--- config.mk ---
export PLATFORM = sky130hd
export DESIGN_NAME = chain_dma
export DESIGN_NICKNAME = d
export VERILOG_FILES = /design/src/rtl/chain_dma_pkg.sv /design/src/rtl/chain_dma_dpath.sv /design/src/rtl/chain_dma_ctrl.sv /design/src/rtl/chain_dma.sv
export SDC_FILE = /design/constraint.sdc
export NUM_CORES = 1
export LEC_CHECK = 0
export BUFFER_PORTS_ARGS = -buffer_cell sky130_fd_sc_hd__buf_4
export CORE_ASPECT_RATIO = 0.7
export CORE_MARGIN = 2
export CORE_UTILIZATION = 42
export DETAILED_ROUTE_END_ITERATION = 16
export GPL_TIMING_DRIVEN = 0
export PLACE_DENSITY_LB_ADDON = 0.05
export SLEW_MARGIN = 40
export SYNTH_ARGS = -nofsm -noshare
export SYNTH_HDL_FRONTEND = slang
export SYNTH_SLANG_ARGS = --single-unit
--- constraint.sdc ---
create_clock -name clk -period 2.5 [get_ports clk]
set_input_delay 0.25 -clock clk [delete_from_list [all_inputs] [get_ports clk]]
set_output_delay 0.25 -clock clk [all_outputs]
set_load 0.02 [all_outputs]
--- src/rtl/chain_dma_pkg.sv ---
package chain_dma_pkg;

  localparam logic [7:0] OFS_GLOBAL = 8'h00;
  localparam logic [7:0] OFS_IEN    = 8'h04;
  localparam logic [7:0] OFS_ISTS   = 8'h08;
  localparam logic [7:0] OFS_DPTR   = 8'h0C;
  localparam logic [7:0] OFS_CHAN   = 8'h10;

  localparam int GLB_EN_BIT   = 0;
  localparam int GLB_RST_BIT  = 8;
  localparam int CHAN_RUN_BIT = 7;
  localparam int CHAN_DIR_BIT = 22;
  localparam int DESC_FMT_BIT = 30;
  localparam int DESC_END_BIT = 31;

  typedef enum logic [3:0] {
    EVT_NONE      = 4'h0,
    EVT_UNDERRUN  = 4'h1,
    EVT_OVERRUN   = 4'h2,
    EVT_DESC_ERR  = 4'h3,
    EVT_DATA_ERR  = 4'h4,
    EVT_EARLY_END = 4'h5,
    EVT_OK        = 4'hF
  } evtCode_e;

  typedef enum logic [2:0] {
    ST_IDLE, ST_FETCH, ST_CHECK, ST_MRD, ST_PUSH, ST_POP, ST_MWR, ST_NEXT
  } dmaState_e;

  typedef struct packed {
    logic       loadPtr;
    logic       followBranch;
    logic       selFetch;
    logic [1:0] fetchIdx;
    logic       capFlags;
    logic       capBuf;
    logic       capBranch;
    logic       capMem;
    logic       capRx;
    logic       stepWord;
  } dpStrobe_t;

endpackage

--- src/rtl/chain_dma_dpath.sv ---
module chain_dma_dpath
  import chain_dma_pkg::*;
#(
  parameter int ADDR_W = 32,
  parameter int CNT_W  = 16
) (
  input  logic              clk,
  input  logic              rstN,
  input  dpStrobe_t         strb,
  input  logic [ADDR_W-1:0] descPtr,
  input  logic [31:0]       memRData,
  input  logic [31:0]       rxData,
  output logic [ADDR_W-1:0] memAddr,
  output logic [31:0]       dataOut,
  output logic              descFmt,
  output logic              descEnd,
  output logic              descZero,
  output logic              lastWord
);

  logic [ADDR_W-1:0] curPtr, bufPtr, linkPtr;
  logic [CNT_W-1:0]  wordsLeft, wordsInit;
  logic [31:0]       dataQ;
  logic              fmtQ, endQ, zeroQ;

  // ceil(count/4): whole words plus one when a partial word remains
  assign wordsInit = {1'b0, memRData[CNT_W-1:2]} + CNT_W'(|memRData[1:0]);

  always_ff @(posedge clk or negedge rstN) begin
    if (!rstN) begin
      curPtr    <= '0;
      bufPtr    <= '0;
      linkPtr   <= '0;
      wordsLeft <= '0;
      dataQ     <= '0;
      fmtQ      <= 1'b0;
      endQ      <= 1'b0;
      zeroQ     <= 1'b0;
    end else begin
      if (strb.loadPtr)      curPtr <= descPtr;
      if (strb.followBranch) curPtr <= linkPtr;
      if (strb.capFlags) begin
        fmtQ      <= memRData[DESC_FMT_BIT];
        endQ      <= memRData[DESC_END_BIT];
        zeroQ     <= (memRData[CNT_W-1:0] == '0);
        wordsLeft <= wordsInit;
      end
      if (strb.capBuf)    bufPtr  <= memRData[ADDR_W-1:0];
      if (strb.capBranch) linkPtr <= memRData[ADDR_W-1:0];
      if (strb.capMem)    dataQ   <= memRData;
      if (strb.capRx)     dataQ   <= rxData;
      if (strb.stepWord) begin
        bufPtr    <= bufPtr + ADDR_W'(4);
        wordsLeft <= wordsLeft - CNT_W'(1);
      end
    end
  end

  assign memAddr  = strb.selFetch ? curPtr + ADDR_W'({strb.fetchIdx, 2'b00}) : bufPtr;
  assign dataOut  = dataQ;
  assign descFmt  = fmtQ;
  assign descEnd  = endQ;
  assign descZero = zeroQ;
  assign lastWord = (wordsLeft == CNT_W'(1));

endmodule

--- src/rtl/chain_dma_ctrl.sv ---
module chain_dma_ctrl
  import chain_dma_pkg::*;
#(
  parameter int ADDR_W = 32,
  parameter int REG_AW = 8
) (
  input  logic              clk,
  input  logic              rstN,
  input  logic              regWe,
  input  logic [REG_AW-1:0] regAddr,
  input  logic [31:0]       regWData,
  output logic [31:0]       regRData,
  output logic              irq,
  output logic              memReq,
  output logic              memWe,
  input  logic              memAck,
  input  logic              memErr,
  output logic              txValid,
  input  logic              txReady,
  input  logic              rxValid,
  output logic              rxReady,
  input  logic              descFmt,
  input  logic              descEnd,
  input  logic              descZero,
  input  logic              lastWord,
  output dpStrobe_t         strb,
  output logic [ADDR_W-1:0] descPtr
);

  dmaState_e         stateQ, stateD;
  logic [1:0]        idxQ, idxD;
  logic              enableQ, intEnQ, intStsQ, runQ, dirQ;
  evtCode_e          evtQ;
  logic [ADDR_W-1:0] descPtrQ;
  logic              finish;
  evtCode_e          finishCode;
  logic              softRst, hitGlobal, hitIen, hitIsts, hitDptr, hitChan;

  assign hitGlobal = (regAddr == REG_AW'(OFS_GLOBAL));
  assign hitIen    = (regAddr == REG_AW'(OFS_IEN));
  assign hitIsts   = (regAddr == REG_AW'(OFS_ISTS));
  assign hitDptr   = (regAddr == REG_AW'(OFS_DPTR));
  assign hitChan   = (regAddr == REG_AW'(OFS_CHAN));
  assign softRst   = regWe && hitGlobal && regWData[GLB_RST_BIT];

  // Sequencer: descriptor walk and word movement
  always_comb begin
    stateD        = stateQ;
    idxD          = idxQ;
    strb          = '0;
    strb.fetchIdx = idxQ;
    finish        = 1'b0;
    finishCode    = EVT_NONE;
    memReq        = 1'b0;
    memWe         = 1'b0;
    txValid       = 1'b0;
    rxReady       = 1'b0;
    unique case (stateQ)
      ST_IDLE: if (runQ) begin
        strb.loadPtr = 1'b1;
        idxD         = 2'd0;
        stateD       = ST_FETCH;
      end
      ST_FETCH: begin
        memReq        = 1'b1;
        strb.selFetch = 1'b1;
        if (memAck) begin
          if (memErr) begin
            finish     = 1'b1;
            finishCode = EVT_DESC_ERR;
          end else begin
            strb.capFlags  = (idxQ == 2'd0);
            strb.capBuf    = (idxQ == 2'd1);
            strb.capBranch = (idxQ == 2'd2);
            if (idxQ == 2'd2) stateD = ST_CHECK;
            else              idxD   = idxQ + 2'd1;
          end
        end
      end
      ST_CHECK: begin
        if (!descFmt) begin
          finish     = 1'b1;
          finishCode = EVT_DESC_ERR;
        end else if (descZero) begin
          finish     = 1'b1;
          finishCode = EVT_EARLY_END;
        end else begin
          stateD = dirQ ? ST_POP : ST_MRD;
        end
      end
      ST_MRD: begin
        memReq = 1'b1;
        if (memAck) begin
          if (memErr) begin
            finish     = 1'b1;
            finishCode = EVT_DATA_ERR;
          end else begin
            strb.capMem = 1'b1;
            stateD      = ST_PUSH;
          end
        end
      end
      ST_PUSH: begin
        txValid = 1'b1;
        if (txReady) begin
          strb.stepWord = 1'b1;
          stateD        = lastWord ? ST_NEXT : ST_MRD;
        end
      end
      ST_POP: begin
        rxReady = 1'b1;
        if (rxValid) begin
          strb.capRx = 1'b1;
          stateD     = ST_MWR;
        end
      end
      ST_MWR: begin
        memReq = 1'b1;
        memWe  = 1'b1;
        if (memAck) begin
          if (memErr) begin
            finish     = 1'b1;
            finishCode = EVT_DATA_ERR;
          end else begin
            strb.stepWord = 1'b1;
            stateD        = lastWord ? ST_NEXT : ST_POP;
          end
        end
      end
      ST_NEXT: begin
        if (descEnd) begin
          finish     = 1'b1;
          finishCode = EVT_OK;
        end else begin
          strb.followBranch = 1'b1;
          idxD              = 2'd0;
          stateD            = ST_FETCH;
        end
      end
      default: stateD = ST_IDLE;
    endcase
    if (finish) stateD = ST_IDLE;
  end

  always_ff @(posedge clk or negedge rstN) begin
    if (!rstN) begin
      stateQ <= ST_IDLE;
      idxQ   <= 2'd0;
    end else if (softRst) begin
      stateQ <= ST_IDLE;
      idxQ   <= 2'd0;
    end else begin
      stateQ <= stateD;
      idxQ   <= idxD;
    end
  end

  // Software-visible registers
  always_ff @(posedge clk or negedge rstN) begin
    if (!rstN) begin
      enableQ  <= 1'b0;
      intEnQ   <= 1'b0;
      intStsQ  <= 1'b0;
      runQ     <= 1'b0;
      dirQ     <= 1'b0;
      evtQ     <= EVT_NONE;
      descPtrQ <= '0;
    end else if (softRst) begin
      enableQ  <= 1'b0;
      intEnQ   <= 1'b0;
      intStsQ  <= 1'b0;
      runQ     <= 1'b0;
      dirQ     <= 1'b0;
      evtQ     <= EVT_NONE;
      descPtrQ <= '0;
    end else begin
      if (finish) begin
        runQ    <= 1'b0;
        evtQ    <= finishCode;
        intStsQ <= 1'b1;
      end else if (regWe && hitIsts && regWData[0]) begin
        intStsQ <= 1'b0;
      end
      if (regWe && hitIen) intEnQ <= regWData[0];
      if (regWe && !runQ) begin
        if (hitGlobal) enableQ  <= regWData[GLB_EN_BIT];
        if (hitDptr)   descPtrQ <= regWData[ADDR_W-1:0];
        if (hitChan) begin
          dirQ <= regWData[CHAN_DIR_BIT];
          evtQ <= EVT_NONE;
          runQ <= regWData[CHAN_RUN_BIT] && enableQ;
        end
      end
    end
  end

  always_comb begin
    regRData = '0;
    if (hitGlobal) regRData[GLB_EN_BIT] = enableQ;
    if (hitIen)    regRData[0] = intEnQ;
    if (hitIsts)   regRData[0] = intStsQ;
    if (hitDptr)   regRData = 32'(descPtrQ);
    if (hitChan) begin
      regRData[CHAN_DIR_BIT] = dirQ;
      regRData[CHAN_RUN_BIT] = runQ;
      regRData[3:0]          = evtQ;
    end
  end

  assign irq     = intStsQ && intEnQ;
  assign descPtr = descPtrQ;

  assert_run_needs_enable_R3: assert property (@(posedge clk) disable iff (!rstN)
    runQ |-> enableQ);

  assert_end_sets_flag_R11: assert property (@(posedge clk) disable iff (!rstN)
    $rose(intStsQ) |-> (!runQ && $past(runQ)));

  assert_soft_reset_quiet_R12: assert property (@(posedge clk) disable iff (!rstN)
    softRst |=> (stateQ == ST_IDLE && !runQ && !intStsQ && !enableQ));

  assert_busy_write_ignored_R13: assert property (@(posedge clk) disable iff (!rstN)
    (runQ && regWe && !softRst && !finish) |=> ($stable(dirQ) && $stable(descPtrQ) && enableQ));

endmodule

--- src/rtl/chain_dma.sv ---
module chain_dma
  import chain_dma_pkg::*;
#(
  parameter int ADDR_W = 32,
  parameter int CNT_W  = 16,
  parameter int REG_AW = 8
) (
  input  logic              clk,
  input  logic              rstN,
  input  logic              regWe,
  input  logic [REG_AW-1:0] regAddr,
  input  logic [31:0]       regWData,
  output logic [31:0]       regRData,
  output logic              irq,
  output logic              memReq,
  output logic              memWe,
  output logic [ADDR_W-1:0] memAddr,
  output logic [31:0]       memWData,
  input  logic              memAck,
  input  logic              memErr,
  input  logic [31:0]       memRData,
  output logic              txValid,
  output logic [31:0]       txData,
  input  logic              txReady,
  input  logic              rxValid,
  input  logic [31:0]       rxData,
  output logic              rxReady
);

  dpStrobe_t         strb;
  logic [ADDR_W-1:0] descPtr;
  logic [31:0]       dataWord;
  logic              descFmt, descEnd, descZero, lastWord;
  logic              softRstReq;

  chain_dma_ctrl #(.ADDR_W(ADDR_W), .REG_AW(REG_AW)) uCtrl (
    .clk(clk), .rstN(rstN),
    .regWe(regWe), .regAddr(regAddr), .regWData(regWData), .regRData(regRData),
    .irq(irq),
    .memReq(memReq), .memWe(memWe), .memAck(memAck), .memErr(memErr),
    .txValid(txValid), .txReady(txReady), .rxValid(rxValid), .rxReady(rxReady),
    .descFmt(descFmt), .descEnd(descEnd), .descZero(descZero), .lastWord(lastWord),
    .strb(strb), .descPtr(descPtr)
  );

  chain_dma_dpath #(.ADDR_W(ADDR_W), .CNT_W(CNT_W)) uDpath (
    .clk(clk), .rstN(rstN), .strb(strb), .descPtr(descPtr),
    .memRData(memRData), .rxData(rxData), .memAddr(memAddr), .dataOut(dataWord),
    .descFmt(descFmt), .descEnd(descEnd), .descZero(descZero), .lastWord(lastWord)
  );

  assign memWData = dataWord;
  assign txData   = dataWord;

  assign softRstReq = regWe && (regAddr == REG_AW'(OFS_GLOBAL)) && regWData[GLB_RST_BIT];

  assert_mem_hold_R4: assert property (@(posedge clk) disable iff (!rstN)
    (memReq && !memAck && !softRstReq) |=> (memReq && $stable(memAddr) && $stable(memWe)));

  assert_tx_hold_R5: assert property (@(posedge clk) disable iff (!rstN)
    (txValid && !txReady && !softRstReq) |=> (txValid && $stable(txData)));

endmodule

==> After elaboration in Yosys (flattened, before gate mapping) <==
Index checks and enable logic that the tools add are counted.
{ "word_totals": {"inputBits": 111, "out_inout_bits": 133, "wordCells": 183, "register_bits": 193} }
{ "classes": {"mux": 97, "reduce_logical": 32, "addsub": 5, "n_eq_ne": 32} }
{ "op_table": {"columns": ["operator", "count"], "rows": [
  ["32-bit 2-to-1 mux", 11],
  ["3-bit 2-to-1 mux", 22],
  ["1-bit 2-to-1 mux", 40],
  ["4-bit 2-to-1 mux", 9],
  ["32-bit by 3-bit adder with 32-bit output (second input constant)", 1],
  ["32-bit by 4-bit adder with 32-bit output", 1],
  ["16-bit 2-to-1 mux", 2],
  ["4-bit by 3-bit inequality test with 1-bit output (second input constant)", 8],
  ["3-bit case mux with 8 select lines", 1],
  ["2-bit nonzero test", 9],
  ["16-bit by 1-bit == test with 1-bit output (second input constant)", 1],
  ["8-bit by 4-bit == test with 1-bit output (second input constant)", 2],
  ["16-bit zero test", 1],
  ["2-bit 2-to-1 mux", 8],
  ["4-bit case mux with 4 select lines", 1],
  ["16-bit by 1-bit subtractor with 16-bit output (second input constant)", 1],
  ["14-bit by 1-bit adder with 15-bit output", 1],
  ["13-bit AND reduction", 1],
  ["3-bit == test (second input constant)", 4],
  ["3-bit inequality test (second input constant)", 4],
  ["4-bit by 2-bit inequality test with 1-bit output (second input constant)", 3],
  ["8-bit by 3-bit == test with 1-bit output (second input constant)", 1],
  ["8-bit by 5-bit == test with 1-bit output (second input constant)", 1],
  ["1-bit logical AND", 8],
  ["20 further kinds", 25]
]} }

==> Longest topological paths before layout <==
{ "logic_depth": {"word_depth": 7, "ltp_mapped": 8, "mapped_depth_nobuf": 8} }

==> By module <==
A second synthesis with hierarchy kept.
{ "hier_totals": {"hier_cells": 1213, "area_unflattened_um2": 11243.3} }
{ "by_module_without_submodules": {"columns": ["mod", "cells_per_inst", "area_each_um2", "seq_area_each_um2", "instances"], "rows": [
  ["chain_dma_dpath", 889, 8230.4, 3678.5, 1],
  ["chain_dma_ctrl", 292, 2772.7, 1151.1, 1],
  ["chain_dma", 32, 240.2, 0.0, 1]
]} }

==> Worst setup path after synthesis <==
OpenSTA, ideal clock, no wires.
{ "synth_path": {"path_type": "reg2out", "startpoint": "register uCtrl.idxQ[0]", "endpoint": "output port memAddr[20]", "path_stages_with_launch": 9, "t_required_ns": 2.250, "setup_slack_ns": -0.037, "t_arrival_ns": 2.287, "cell_sequence": "dfrtp_1 -> ha_1 -> inv_1 -> fa_1 -> and3b_1 -> clkbuf_1 -> nand4_1 -> xor2_1 -> o21ai_0"} }
{ "synth_via": {"elab_chain_cells": 2} }
{ "synth_rtl": {"columns": ["element", "line", "source"], "rows": [
  ["start, declared", "chain_dma_ctrl.sv:31", "logic [1:0] idxQ, idxD;"],
  ["start signal, assigned", "chain_dma_ctrl.sv:154", "idxQ <= idxD;"],
  ["32-bit by 4-bit adder with 32-bit output", "chain_dma_dpath.sv:59", "assign memAddr = strb.selFetch ? curPtr + ADDR_W'({strb.fetchIdx, 2'b00}) : bufPtr;"],
  ["32-bit 2-to-1 mux", "chain_dma_dpath.sv:59", null],
  ["end, declared", "chain_dma.sv:17", "output logic [ADDR_W-1:0] memAddr,"]
]} }
No other way between the ends.

==> Worst setup path after layout <==
Same ends and word-level chain as after synthesis.

==> flow_summary.json <==
{
  "drv_cap": 0,
  "finalSetupViolations": 24,
  "vias_per_cell": 5.63,
  "worstPathRequired_ns": 2.25,
  "peakVddDrop_mv": 0.531,
  "avgSynthCellArea_um2": 9.00,
  "hold_viol_final": 0,
  "reg2reg_from": "uCtrl.stateQ[1]",
  "cts_buffer_depth": 2,
  "synthCells": 1229,
  "cp_data_arrival_time_ns": 2.52,
  "min_to": "uCtrl.descPtr[28]",
  "slew_headroom": 0.480,
  "grt_pass1_wl_um": 57300,
  "core_um2": 25700,
  "async_flop_share": 1.00,
  "antenna_found_initial": 0,
  "fin_ws_ns": -0.268,
  "endpoint_kind": "primary output",
  "yosys.cell_count.top_type": "dfrtp_1",
  "dieArea_um2": 27700,
  "multi_input_area_um2": 5850,
  "grt_max_degree": 70,
  "slew_violations": 0,
  "yosysTopAreaCell": "dfrtp_1",
  "cts_tree": "built",
  "grtUsageTotal": 0.272,
  "regArea_um2": 4840,
  "clock_latency_ns": 0.46,
  "syn_area_um2": 11100,
  "p_leak_nw": 6.70,
  "portBuffers": 233,
  "htreeDepth": 4,
  "dpl.cell_count": 1795,
  "min_from": "regWData[28]",
  "clockRootBuffer": "clkbuf_16",
  "reg2reg_slack_ns": 0.12,
  "cts.sinks": 193,
  "synth_edf_count": 0,
  "synth_ff_type": "dfrtp_1",
  "syn_nets": 1351,
  "first_pass_iters": 5,
  "fin_crit_ns": 2.77,
  "n_antenna_cell": 0,
  "cts_buffers": 17,
  "dp_hpwl_um": 28200,
  "timing.rr.end": "uDpath.dataOut[20]",
  "drt_iter0_markers": 840,
  "finalCritPeriodShare": 1.11,
  "synth_cell_types": 73,
  "gr-total-overflow": 0,
  "status": "finished with violations",
  "start_util": 0.429,
  "wire_per_inst_um": 20.3,
  "synthTopCellsByArea": "dfrtp_1 44%, mux2i_1 6.3%, nand2_1 6.2%",
  "critPathKind": "flip-flop to primary output",
  "p_per_area_nw_per_um2": 827,
  "postRouteAntennaNets": 0,
  "fmaxAchievable_mhz": 361,
  "rows": 49,
  "instances_no_fill": 1857,
  "min_delay_path_depth": 3,
  "violations": "setup timing",
  "cp_max_fo": 5,
  "post-route-drc-count": 0,
  "worstMarginPinSlew_ns": 0.777,
  "path_clk_slew_ns": 0.07,
  "synth.ff_latch_count": 193,
  "drive_above_1_share": 0.309,
  "yosysWarnings": 0,
  "ios": 244,
  "ys_seq_area_frac": 0.437,
  "die_h_um": 140,
  "finalClockSkew_ns": 0.0102,
  "fp.dieW_um": 198,
  "yosys.area.top_type_share": 0.437,
  "r2r_cells": 6,
  "gp_congestion": 0.914,
  "rsz0062_at_grt": "yes",
  "syn2layout_area_growth_pct": 31.6,
  "synthTopCellsByCount": "193 x dfrtp_1, 182 x nand2_1, 116 x a21oi_1",
  "fillerInstances": 2388,
  "vias": 10400,
  "grt_pass1_vias": 10100,
  "tns_ns": -4.36,
  "cp-start-kind": "flip-flop",
  "wirelength_um": 37700,
  "hold_class": "primary input to flip-flop",
  "fin_nets": 1635
}
==> worst max-delay path by stage <==
| stage | start | end | slack, ns | cells past startpoint |
|---|---|---|---|---|
| after CTS | uCtrl.idxQ[0] | memAddr[18] | -0.30 | 9 |
| after global routing | uCtrl.idxQ[0] | memAddr[18] | -0.39 | 9 |
| after detailed placement | uCtrl.idxQ[0] | memAddr[16] | -0.37 | 9 |
| after floorplan | uCtrl.idxQ[0] | memAddr[16] | 0.02 | 8 |
| after global placement | uCtrl.idxQ[0] | memAddr[20] | -0.34 | 9 |
| final | uCtrl.idxQ[0] | memAddr[20] | -0.27 | 9 |
==> stage by stage <==
step                setup WS (ns)   util  hold slack (ns)  power [W]  instance area, µm²
detailed placement         -0.369  0.516            0.228    0.00882               13300
floorplan                  0.0161      -          -0.0456    0.00702               11100
global route               -0.388  0.565          0.00719     0.0127               14500
finish                     -0.268  0.565           0.0303     0.0120               14500
global placement           -0.342  0.513            0.465    0.00876               13200
CTS                        -0.302  0.551           0.0124     0.0119               14200
==> cells in the final DEF (no fill, tap or decap), types with 6 or more instances in the layout <==
master	count
nor4_1	15
nor3_1	11
clkbuf_16	18
nand3_1	47
nand2b_1	10
buf_6	17
dfrtp_1	187
xnor2_1	14
buf_4	283
o21ai_1	15
and4_1	7
buf_2	25
nor2_1	101
xor2_2	7
and2_1	30
mux2_2	32
a21oi_1	115
mux2i_1	70
and3_1	18
o211ai_1	14
nand2_1	178
inv_1	17
clkbuf_1	37
a22o_1	7
o21ai_2	14
nand4_1	28
ha_1	8
dfrtp_2	6
or3_1	7
xor2_1	22
o21ai_0	23
==> sequential cells by signal, summed over array words and instances (netlist names) <==
signal / flops
uCtrl.descPtr: 32
uDpath.bufPtr: 32
uDpath.curPtr: 32
uDpath.dataOut: 32
uDpath.linkPtr: 32
uDpath.wordsLeft: 16
uCtrl.evtQ: 4
uCtrl.stateQ: 3
uCtrl.idxQ: 2
uCtrl.dirQ: 1
uCtrl.enableQ: 1
uCtrl.intEnQ: 1
uCtrl.intStsQ: 1
uCtrl.runQ: 1
uDpath.descEnd: 1
uDpath.descFmt: 1
uDpath.descZero: 1
==> kinds of logic after synthesis <==
logic type | share of synthesized area
flops | 0.437
xor+xnor | 0.0341
simple gates | 0.214
mux | 0.0980
buf+inv | 0.0595
fa+ha+maj | 0.0131
compound gates | 0.145
==> power by group <==
| part | switching [W] | leakage [nW] | internal (W) | total, W |
|---|---|---|---|---|
| Sequential | 0.000843 | 2.57 | 0.00391 | 0.00475 |
| Clock | 0.00135 | 0.301 | 0.00161 | 0.00296 |
| Combinational | 0.00234 | 3.83 | 0.00197 | 0.00432 |
==> worst max-delay path, cell delays in order, from the launching register on <==
cell and delay [ns]:
dfrtp_1 0.41, ha_4 0.16, inv_2 0.03, fa_2 0.33, and3b_2 0.33, buf_8 0.14
nand4_1 0.10, xor2_1 0.18, o21ai_2 0.23, buf_6 0.15
==> per-layer routing <==
metal  routed length (µm)  GRT usage
met1                18100      0.403
met2                16700      0.406
met3                 2390     0.0601
met4                  470     0.0617
met5                    0          0
==> layout make-up <==
cell class | instances | share of cell area
Timing Repair Buffer | 265 | 0.145
Clock buffer | 17 | 0.0292
Buffer | 110 | 0.0440
Sequential cell | 193 | 0.333
Multi-Input combinational cell | 907 | 0.402
Tap cell | 331 | 0.0285
Inverter | 19 | 0.00516
Clock inverter | 15 | 0.0135
==> what timing repair did <==
item | 4_1_cts | 5_1_grt
buffers inserted | 10 | 18
setup endpoints to repair | 49 | 41
pin swaps | 13 | 26
resized for setup | 72 | 58
hold endpoints to repair | 58 | 0
cloned | 1 | 0
hold buffers | 1 | 0
Note: power is estimated with default switching activity, not from simulation.
